<file path="src/rtl/fetch_pkg.sv">
package fetch_pkg;

  typedef enum logic [3:0] {
    OP_NOP   = 4'h0,
    OP_MOVRR = 4'h2,
    OP_MOVIR = 4'h3,
    OP_STORE = 4'h4,
    OP_LOAD  = 4'h5,
    OP_ALU   = 4'h6,
    OP_JUMP  = 4'h7,
    OP_CALL  = 4'h8,
    OP_RET   = 4'h9,
    OP_PUSH  = 4'hA,
    OP_POP   = 4'hB
  } opcode_e;

  typedef enum logic [1:0] {
    NEXT_FALL   = 2'd0,
    NEXT_CONST  = 2'd1,
    NEXT_MEM    = 2'd2,
    NEXT_BRANCH = 2'd3
  } next_sel_e;

  // Strobes from control to datapath
  typedef struct packed {
    logic      valid;
    logic      hasRegByte;
    logic      hasConst;
    next_sel_e nextSel;
  } fetch_strobes_t;

endpackage

</file>
<file path="src/rtl/fetch_ctrl.sv">
module fetch_ctrl
  import fetch_pkg::*;
(
  input  logic [3:0]     opcode,
  output fetch_strobes_t strobes
);

  always_comb begin
    strobes = '{valid: 1'b1, hasRegByte: 1'b0, hasConst: 1'b0, nextSel: NEXT_FALL};
    case (opcode)
      OP_NOP:   ;
      OP_MOVRR: strobes.hasRegByte = 1'b1;
      OP_ALU:   strobes.hasRegByte = 1'b1;
      OP_PUSH:  strobes.hasRegByte = 1'b1;
      OP_POP:   strobes.hasRegByte = 1'b1;
      OP_MOVIR, OP_STORE, OP_LOAD: begin
        strobes.hasRegByte = 1'b1;
        strobes.hasConst   = 1'b1;
      end
      OP_JUMP: begin
        strobes.hasConst = 1'b1;
        strobes.nextSel  = NEXT_BRANCH;
      end
      OP_CALL: begin
        strobes.hasConst = 1'b1;
        strobes.nextSel  = NEXT_CONST;
      end
      OP_RET:   strobes.nextSel = NEXT_MEM;
      default:  strobes.valid   = 1'b0;
    endcase
  end

endmodule

</file>
<file path="src/rtl/fetch_dp.sv">
module fetch_dp
  import fetch_pkg::*;
#(
  parameter int CONST_BYTES = 4,
  parameter logic [3:0] NO_REG = 4'hF
) (
  input  logic                       clk,
  input  logic                       rst,
  input  logic [8*(CONST_BYTES+2)-1:0] fetchBytes,
  input  logic                       branchTaken,
  input  logic [8*CONST_BYTES-1:0]   memReadValue,
  input  fetch_strobes_t             strobes,
  output logic [8*CONST_BYTES-1:0]   pc,
  output logic [3:0]                 opcode,
  output logic [3:0]                 func,
  output logic [3:0]                 regA,
  output logic [3:0]                 regB,
  output logic [8*CONST_BYTES-1:0]   constVal,
  output logic [8*CONST_BYTES-1:0]   fallThrough
);

  localparam int ADDR_W      = 8 * CONST_BYTES;
  localparam int FETCH_BYTES = CONST_BYTES + 2;

  logic [7:0]        byteAt [FETCH_BYTES];
  logic [3:0]        instrLen;
  logic [ADDR_W-1:0] nextPc;

  for (genvar b = 0; b < FETCH_BYTES; b++) begin : g_split
    assign byteAt[b] = fetchBytes[8*b +: 8];
  end

  assign opcode = byteAt[0][7:4];
  assign func   = byteAt[0][3:0];
  assign regA   = strobes.hasRegByte ? byteAt[1][7:4] : NO_REG;
  assign regB   = strobes.hasRegByte ? byteAt[1][3:0] : NO_REG;

  // Constant: little-endian, shifted by one byte when a register byte precedes it
  for (genvar k = 0; k < CONST_BYTES; k++) begin : g_const
    assign constVal[8*k +: 8] = !strobes.hasConst ? 8'h00 :
                                (strobes.hasRegByte ? byteAt[k+2] : byteAt[k+1]);
  end

  always_comb begin
    instrLen = 4'd1 + {3'b000, strobes.hasRegByte}
             + (strobes.hasConst ? 4'(CONST_BYTES) : 4'd0);
  end

  assign fallThrough = pc + ADDR_W'(instrLen);

  always_comb begin
    nextPc = fallThrough;
    if (!strobes.valid) begin
      nextPc = pc;
    end else begin
      case (strobes.nextSel)
        NEXT_FALL:   nextPc = fallThrough;
        NEXT_CONST:  nextPc = constVal;
        NEXT_MEM:    nextPc = memReadValue;
        NEXT_BRANCH: nextPc = branchTaken ? constVal : fallThrough;
        default:     nextPc = fallThrough;
      endcase
    end
  end

  always_ff @(posedge clk) begin
    if (rst) pc <= '0;
    else     pc <= nextPc;
  end

  // two-byte ALU form advances by two
  a_r5_alu_len: assert property (@(posedge clk) disable iff (rst)
    (opcode == OP_ALU) |-> (fallThrough == pc + ADDR_W'(2)));

  // ALU form proceeds sequentially
  a_r6_alu_seq: assert property (@(posedge clk) disable iff (rst)
    (opcode == OP_ALU) |=> (pc == $past(fallThrough)));

  a_r7_not_taken: assert property (@(posedge clk) disable iff (rst)
    (opcode == OP_JUMP && !branchTaken) |=> (pc == $past(fallThrough)));

  a_r7_taken: assert property (@(posedge clk) disable iff (rst)
    (opcode == OP_JUMP && branchTaken) |=> (pc == $past(constVal)));

  a_r8_call_target: assert property (@(posedge clk) disable iff (rst)
    (opcode == OP_CALL) |=> (pc == $past(constVal)));

  a_r9_ret_target: assert property (@(posedge clk) disable iff (rst)
    (opcode == OP_RET) |=> (pc == $past(memReadValue)));

  a_r10_hold: assert property (@(posedge clk) disable iff (rst)
    !strobes.valid |=> $stable(pc));

endmodule

</file>
<file path="src/rtl/fetch_unit.sv">
module fetch_unit
  import fetch_pkg::*;
#(
  parameter int CONST_BYTES = 4
) (
  input  logic                          clk,
  input  logic                          rst,
  input  logic [8*(CONST_BYTES+2)-1:0]  fetchBytes,
  input  logic                          branchTaken,
  input  logic [8*CONST_BYTES-1:0]      memReadValue,
  output logic [8*CONST_BYTES-1:0]      pc,
  output logic [3:0]                    opcode,
  output logic [3:0]                    func,
  output logic [3:0]                    regA,
  output logic [3:0]                    regB,
  output logic [8*CONST_BYTES-1:0]      constVal,
  output logic [8*CONST_BYTES-1:0]      fallThrough,
  output logic                          instrValid
);

  fetch_strobes_t strobes;

  fetch_ctrl u_ctrl (
    .opcode (opcode),
    .strobes(strobes)
  );

  fetch_dp #(.CONST_BYTES(CONST_BYTES)) u_dp (
    .clk         (clk),
    .rst         (rst),
    .fetchBytes  (fetchBytes),
    .branchTaken (branchTaken),
    .memReadValue(memReadValue),
    .strobes     (strobes),
    .pc          (pc),
    .opcode      (opcode),
    .func        (func),
    .regA        (regA),
    .regB        (regB),
    .constVal    (constVal),
    .fallThrough (fallThrough)
  );

  assign instrValid = strobes.valid;

endmodule

</file>
<file path="config.mk">
export PLATFORM = sky130hd
export DESIGN_NAME = fetch_unit
export DESIGN_NICKNAME = d
export VERILOG_FILES = /design/src/rtl/fetch_pkg.sv /design/src/rtl/fetch_ctrl.sv /design/src/rtl/fetch_dp.sv /design/src/rtl/fetch_unit.sv
export SDC_FILE = /design/constraint.sdc
export NUM_CORES = 1
export LEC_CHECK = 0
export ABC_AREA = 0
export BUFFER_PORTS_ARGS = -buffer_cell sky130_fd_sc_hd__buf_2
export CORE_ASPECT_RATIO = 1.5
export CORE_UTILIZATION = 47
export CTS_CLUSTER_DIAMETER = 80
export CTS_CLUSTER_SIZE = 30
export DETAILED_ROUTE_END_ITERATION = 10
export PLACE_DENSITY = 0.83
export SLEW_MARGIN = 10
export SYNTH_ARGS = -nofsm -noshare
export SYNTH_HDL_FRONTEND = slang
export SYNTH_SLANG_ARGS = --single-unit
export TNS_END_PERCENT = 30
</file>
<file path="constraint.sdc">
create_clock -name clk -period 4.6 [get_ports clk]
set_clock_uncertainty 0.2 [all_clocks]
set_input_delay 0 -clock clk [delete_from_list [all_inputs] [get_ports clk]]
set_output_delay 0 -clock clk [all_outputs]
set_load 0.02 [all_outputs]
</file>
==> metrics, run 1 <==
CP Cell Sequence buf_2 -> nand2b_1 -> a2bb2oi_2 -> buf_4 -> inv_1 -> ha_1 -> a211oi_1 -> nor3_1 -> nand4_1 -> mux2_2 -> a21oi_1 -> dlygate4sd3_1; Avg Cell Area, Syn 7.331 um2; Post-Syn Area 3739 um2; Synth top area share 17.14%; max cap viols 0; Worst-Margin Slew 1.221 ns; initial antenna violation count 0; Port Buffer Count 187; Psw 0.0004722 W; Final min period 4.041 ns; Hold Path Cell Cnt 5; clock buffer depth 2; Combinational Power Share 42.4%; DRC Markers 0; crit path max fanout 24; Slew Limit Fails 0; iteration-0 DRC count of the detailed router 426; routed len/inst 20.49 um; HPWL Detailed 11.67 mm; TritonCTS clock tree built; Largest register FFs 32; Clock power frac 28.8%; die footprint 8322 um2; clk slew on worst S/H paths 0.05 ns; setup repair bufs after CTS 0; Critical path origin fetchBytes[7]; Reg power frac 28.9%; clock tree sinks 32; Post-CTS Resized 0; setup_tns 0 ns; global-route wire length before repair 24.19 mm; Hold Fails Final Rpt 0; initial core utilization 48.80%; Final Cycle Share 87.84%; Peak supply drop 0.1864 mV; total power 0.001175 W; top cells by area, synth dfxtp_1 (17%), o21ai_0 (5.6%), xnor2_1 (4.0%); GP Congestion 0.9661; ys flop type dfxtp_1; layout cells sized above 1 33.04%; # hold bufs at CTS 31; sequential-to-total area share from yosys stat 17.14%; Distinct cells, synth 69; Routed Antenna Nets 0; drt total wl 16.16 mm; RR Startpoint u_dp.pc[2]$_SDFFE_PP0P_; GRT Total Usage 37.78%; Min-Delay Endpoint u_dp.pc[24]$_SDFFE_PP0P_; post-place setup slack 0.9867 ns; Clock Tree Root clkbuf_16; data required time of the worst path 4.62 ns; CTS H-tree lvls 2; r2r setup slk 1.04 ns; largest area contributor in the netlist dfxtp_1; crit path kind in -> reg; P_leak 2.373 nW; Top reg by flops u_dp.pc; Via density 6.513; number of warnings issued by yosys 0; NumNets Final 773; fin worst setup slack 0.5593 ns; via count 5139; CTS buffer count 5; DR pass1 iterations 5; Max Clk Rate 0.2475 GHz; P&R area growth vs syn 35.07%; I/O Pins 196; Final setup viols 0; Net Sw Frac 40.18%; Die W 74.82 um; FF-to-FF path depth 7; Post-synth EDFFs 0; FF+latch count, synth 32; Worst EP arrival 4.06 ns; Floorplan Core Area 7661 um2; largest net degree at the start of global routing 36; Setup crit end kind flip-flop; Pwr Density 232.7 nW/um2; synthesized instance count 510; num rows 39; Hold WS 0.02098 ns; RSZ-0062 raised after global routing no; crit path launch type primary input; ys async rst share 0%; CP peak stage delay 0.90 ns; biggest regs u_dp.pc: 32 flops; vias in the first global route 4744; Slew HR 18.63%; Skew-Pair Late Insertion Delay 0.28 ns; Synth Net Count 597; Inserted Diodes 0; Congestion Overflow GR 0; status finished clean; Die H 111.2 um; Internal Dissipation 0.0007030 W; hold path start memReadValue[24]; slowest CP cell nor3_1; R2R Path End u_dp.pc[21]$_SDFFE_PP0P_; worst min path class in -> reg
## kinds of logic (layout without fill, tap and decap cells)
group                    Yosys count  count (layout)  synth area share [%]
XOR/XNOR                          28              28                 6.559
AO/OA/AOI/OAI                    180             180                 35.27
AND/OR/NAND/NOR                  176             176                 26.41
buffers and inverters             74             251                 8.701
flip-flops                        32              32                 17.14
adder cells (fa/ha/maj)            4               4                 1.540
multiplexers                      16              16                 4.384
## how the worst max path moves through the flow
stage,to,slack [ns],depth (start not counted)
after floorplan,u_dp.pc[30]$_SDFFE_PP0P_,1.03,13
after detailed placement,u_dp.pc[30]$_SDFFE_PP0P_,0.99,11
after global routing,u_dp.pc[21]$_SDFFE_PP0P_,0.31,12
final,u_dp.pc[21]$_SDFFE_PP0P_,0.56,12
after CTS,u_dp.pc[21]$_SDFFE_PP0P_,0.73,12
after global placement,u_dp.pc[21]$_SDFFE_PP0P_,1.12,11
## metal layers
| layer | share of wire, % | up-vias | wire length [um] | global-route usage, % |
|---|---|---|---|---|
| li1 | - | 2311 | - | - |
| met1 | 36 | 2357 | 5793 | 43.87 |
| met2 | 49 | 387 | 7885 | 62.70 |
| met3 | 10 | 84 | 1617 | 6.545 |
| met4 | 5.4 | 0 | 867 | 22.01 |
| met5 | 0 | - | 0 | 0 |
## metrics by stage
| step | utilization [%] | area [um2] | cells |
|---|---|---|---|
| after global routing | 65.92 | 5050 | 789 |
| after floorplan | - | 3739 | 510 |
| final | 65.92 | 5050 | 789 |
| after CTS | 65.92 | 5050 | 789 |
| after detailed placement | 59.95 | 4593 | 750 |
| after global placement | 59.95 | 4593 | 750 |
## synthesized netlist by cell type (8+ instances only)
library cell  instances
nor3_1               15
xor2_1               11
buf_4                 9
a31oi_1               8
nor2b_1              12
nand4_1               9
xnor2_1              17
clkbuf_1             33
o21ai_0              42
and3_1               15
a32oi_1              15
nor2_1               29
mux2i_1              13
nand2_1              24
inv_1                19
dfxtp_1              32
a221oi_1             14
a21oi_1              22
buf_2                10
nand3_1              13
and2_1                8
or2_2                13
## layout by cell type (no fill, tap or decap), drive strengths merged, types with 4 or more instances in the layout
cell / Yosys / routed
buf: 21 / 193
o21ai: 44 / 44
dfxtp: 32 / 32
dlygate4sd3: 0 / 31
nor2: 29 / 29
nand2: 24 / 24
a21oi: 22 / 22
inv: 19 / 19
xnor2: 17 / 17
nor3: 15 / 15
a32oi: 15 / 15
and3: 15 / 15
a221oi: 15 / 15
mux2i: 13 / 13
nand3: 13 / 13
or2: 13 / 13
nor2b: 12 / 12
xor2: 11 / 11
nand4: 10 / 10
a31oi: 9 / 9
and2: 8 / 8
clkbuf: 34 / 8
nand2b: 7 / 7
a22oi: 7 / 7
nor4: 7 / 7
or3: 7 / 7
and4: 7 / 7
o211a: 6 / 6
o21a: 6 / 6
o32ai: 6 / 6
a21o: 4 / 4
a211o: 4 / 4
a222oi: 4 / 4
o221ai: 4 / 4
## worst max-delay path: cells and delay by family
family / cells / cell delay (ns)
simple gates: 3 / 1.60
buf+inv: 4 / 1.31
compound gates: 3 / 0.46
mux: 1 / 0.35
fa+ha+maj: 1 / 0.32
## power groups by stage
stage          clock network (W)  registers, W  logic (W)
3_3_place_gp                   0      0.000342   0.000458
5_1_grt                 0.000349      0.000341   0.000527
2_1_floorplan                  0      0.000356   0.000283
3_5_place_dp                   0      0.000342   0.000465
6_report                0.000338      0.000339   0.000498
4_1_cts                 0.000337      0.000337   0.000489
## final cells by class
| cell class | count | area [um2] |
|---|---|---|
| multi-input combinational | 404 | 2773 |
| fill | 699 | 2611 |
| tap | 102 | 127.6 |
| timing repair buffer | 224 | 1291 |
| sequential | 32 | 640.6 |
| clock buffer | 8 | 146.4 |
| inverter | 19 | 71.32 |
(Power assumes the default switching activity.)
==> inputs of run 2 (changes only) <==
--- a/config.mk
+++ b/config.mk
@@ -8,6 +8,7 @@
 export ABC_AREA = 0
 export BUFFER_PORTS_ARGS = -buffer_cell sky130_fd_sc_hd__buf_2
 export CORE_ASPECT_RATIO = 1.5
+export CORE_MARGIN = 2
 export CORE_UTILIZATION = 47
 export CTS_CLUSTER_DIAMETER = 80
 export CTS_CLUSTER_SIZE = 30
==> constraint.sdc (replaced) <==
create_clock -name clk -period 4.6 [get_ports clk]
set_clock_uncertainty 0.2 [all_clocks]
set_input_delay 0 -clock clk [delete_from_list [all_inputs] [get_ports clk]]
set_output_delay 0 -clock clk [all_outputs]
set_load 0.05 [all_outputs]
==> run 2 against run 1 <==
The run now ends with negative hold slack left. Wire length increased by 1.2%. Maximum frequency increased by 7.5%. Die area is 4.5% higher. Sequential cell count unchanged. Power up 16%. Clock-buffer cell count is 1 lower. Sequential share of layout area decreased by 0.066 points. Critical path type unchanged. Critical endpoint unchanged. Highest routed layer unchanged.
==> metrics, run 2 (synthesis results as in run 1) <==
status finished with violations (was finished clean); violated checks negative hold slack; r2r setup slk 1.08 ns (was 1.04 ns); Slew HR 19.39% (was 18.63%); Congestion Overflow GR 0 (unchanged); setup repair bufs after CTS 0 (unchanged); die footprint 8698 um2 (was 8322 um2); met2 GRT Util 63.92% (was 62.70%); total power 0.001366 W (was 0.001175 W); met3 Track Usage GR 3.987% (was 6.545%); Post-CTS Resized 0 (unchanged); Die W 76.82 um (was 74.82 um); Top reg by flops u_dp.pc (unchanged); Hold WS -0.0003851 ns (was 0.02098 ns); NumNets Final 776 (was 773); clock tree sinks 32 (unchanged); largest net degree at the start of global routing 36 (unchanged); Worst-Margin Slew 1.200 ns (was 1.221 ns); Hold Path Cell Cnt 4 (was 5); crit path launch type primary input (unchanged); Final Cycle Share 81.72% (was 87.84%); Die H 113.2 um (was 111.2 um); FF-to-FF path depth 7 (unchanged); Setup crit end kind flip-flop (unchanged); Psw 0.0006492 W (was 0.0004722 W); Port Buffer Count 187 (unchanged); DRC Markers 0 (unchanged); worst min path class in -> reg (unchanged); crit path kind in -> reg (unchanged); Floorplan Core Area 7661 um2 (unchanged); Pwr Density 269.1 nW/um2 (was 232.7 nW/um2); max cap viols 0 (unchanged); GR peak layer met2 (unchanged); filler cell count in the final layout 666 (was 699); RSZ-0062 raised after global routing no (unchanged); via count 5131 (was 5139); crit path max fanout 23 (was 24); drt total wl 16.37 mm (was 16.16 mm); I/O Pins 196 (unchanged); Skew-Pair Late Insertion Delay 0.28 ns (about the same); CTS buffer count 5 (unchanged); met1 Use GR 41.99% (was 43.87%); DR pass1 iterations 8 (was 5); Slew Limit Fails 0 (unchanged); routed len/inst 20.69 um (was 20.49 um); Combinational Power Share 49.6% (was 42.4%); Peak supply drop 0.1557 mV (was 0.1864 mV); vias in the first global route 4739 (was 4744); most common cell after layout, fill and taps aside buf_2 (unchanged); data required time of the worst path 4.62 ns (about the same); clk slew on worst S/H paths 0.05 ns (about the same); leading cell types in the layout, fill and taps excluded buf_2 (187), o21ai_0 (42), dfxtp_1 (32) (unchanged); CTS H-tree lvls 2 (unchanged); GRT Total Usage 35.52% (was 37.78%); HPWL Detailed 11.83 mm (was 11.67 mm); Internal Dissipation 0.0007168 W (was 0.0007030 W); Largest register FFs 32 (unchanged); global-route wire length before repair 24.85 mm (was 24.19 mm); iteration-0 DRC count of the detailed router 409 (was 426); initial core utilization 48.80% (unchanged); Routed Antenna Nets 0 (unchanged); Net Sw Frac 47.53% (was 40.18%); P&R area growth vs syn 35.78% (was 35.07%); Max Clk Rate 0.2660 GHz (was 0.2475 GHz); biggest regs u_dp.pc: 32 flops (unchanged); num rows 39 (unchanged); Hold Fails Final Rpt 1 (was 0); Final setup viols 0 (unchanged); setup_tns 0 ns (unchanged); Clock Tree Root clkbuf_16 (unchanged); Final min period 3.759 ns (was 4.041 ns); Reg power frac 24.8% (was 28.9%); # hold bufs at CTS 30 (was 31); GP Congestion 0.9969 (was 0.9661); Inserted Diodes 0 (unchanged); TritonCTS clock tree built (unchanged); Via density 6.487 (was 6.513); Clock power frac 25.6% (was 28.8%); P_leak 2.390 nW (was 2.373 nW); clock buffer depth 2 (unchanged); layout cells sized above 1 33.67% (was 33.04%); Worst EP arrival 3.78 ns (was 4.06 ns); initial antenna violation count 0 (unchanged)
run 2: changes by cell type in the layout (fill, tap and decap cells not counted), sizes merged:
cell,previous run,this run
clkbuf,8,7
dlygate4sd3,31,30
buf,193,197
run 2: worst max-delay path: stages:
cell and delay (ns):
buf_2 0.15, nand2b_1 0.30, a2bb2oi_2 0.20, buf_4 0.32, inv_1 0.08, ha_1 0.32
a211oi_1 0.10, nor3_1 0.93, nand4_1 0.33, mux2_2 0.37, a21oi_1 0.13, dlygate4sd3_1 0.55
run 2: worst paths after layout:
path | startpoint | to
setup / recovery | fetchBytes[6] | u_dp.pc[21]$_SDFFE_PP0P_
hold / removal | memReadValue[28] | u_dp.pc[28]$_SDFFE_PP0P_
setup reg to reg | u_dp.pc[2]$_SDFFE_PP0P_ | u_dp.pc[21]$_SDFFE_PP0P_
hold reg to reg | u_dp.pc[29]$_SDFFE_PP0P_ | u_dp.pc[29]$_SDFFE_PP0P_
run 2: layout make-up:
cell class	instances	area [um2]	share of cell area [%]
repair buffers	227	1311	25.83
flip-flops and latches	32	640.6	12.62
multi-input cells	404	2773	54.62
inverters	19	71.32	1.405
well taps	102	127.6	2.514
clock buffers	7	152.6	3.007
run 2: routing by layer:
layer	routed length [um]	up-vias	part of all wire [%]
li1	-	2306	-
met4	675	0	4.1
met3	1516	69	9.3
met1	5921	2380	36
met2	8252	376	50
met5	0	-	0
run 2: power groups by stage:
stage / clock network, W / logic [W] / registers [W]
finish: 0.000350 / 0.000678 / 0.000338
floorplan: 0 / 0.000408 / 0.000405
global placement: 0 / 0.000632 / 0.000341
detailed placement: 0 / 0.000638 / 0.000342
CTS: 0.000351 / 0.000667 / 0.000336
global route: 0.000364 / 0.000705 / 0.000341
run 2: per-stage QoR:
| stage | setup slack, ns | hold WS (ns) | area [um2] | util [%] | instances |
|---|---|---|---|---|---|
| floorplan | 0.6594 | -0.04955 | 3739 | - | 510 |
| global placement | 1.302 | -0.1997 | 4623 | 60.35 | 754 |
| detailed placement | 1.247 | -0.1997 | 4623 | 60.35 | 754 |
| CTS | 0.9826 | 0.0005961 | 5076 | 66.26 | 791 |
| global route | 0.5920 | 0.03871 | 5076 | 66.26 | 791 |
| finish | 0.8408 | -0.0003851 | 5076 | 66.26 | 791 |
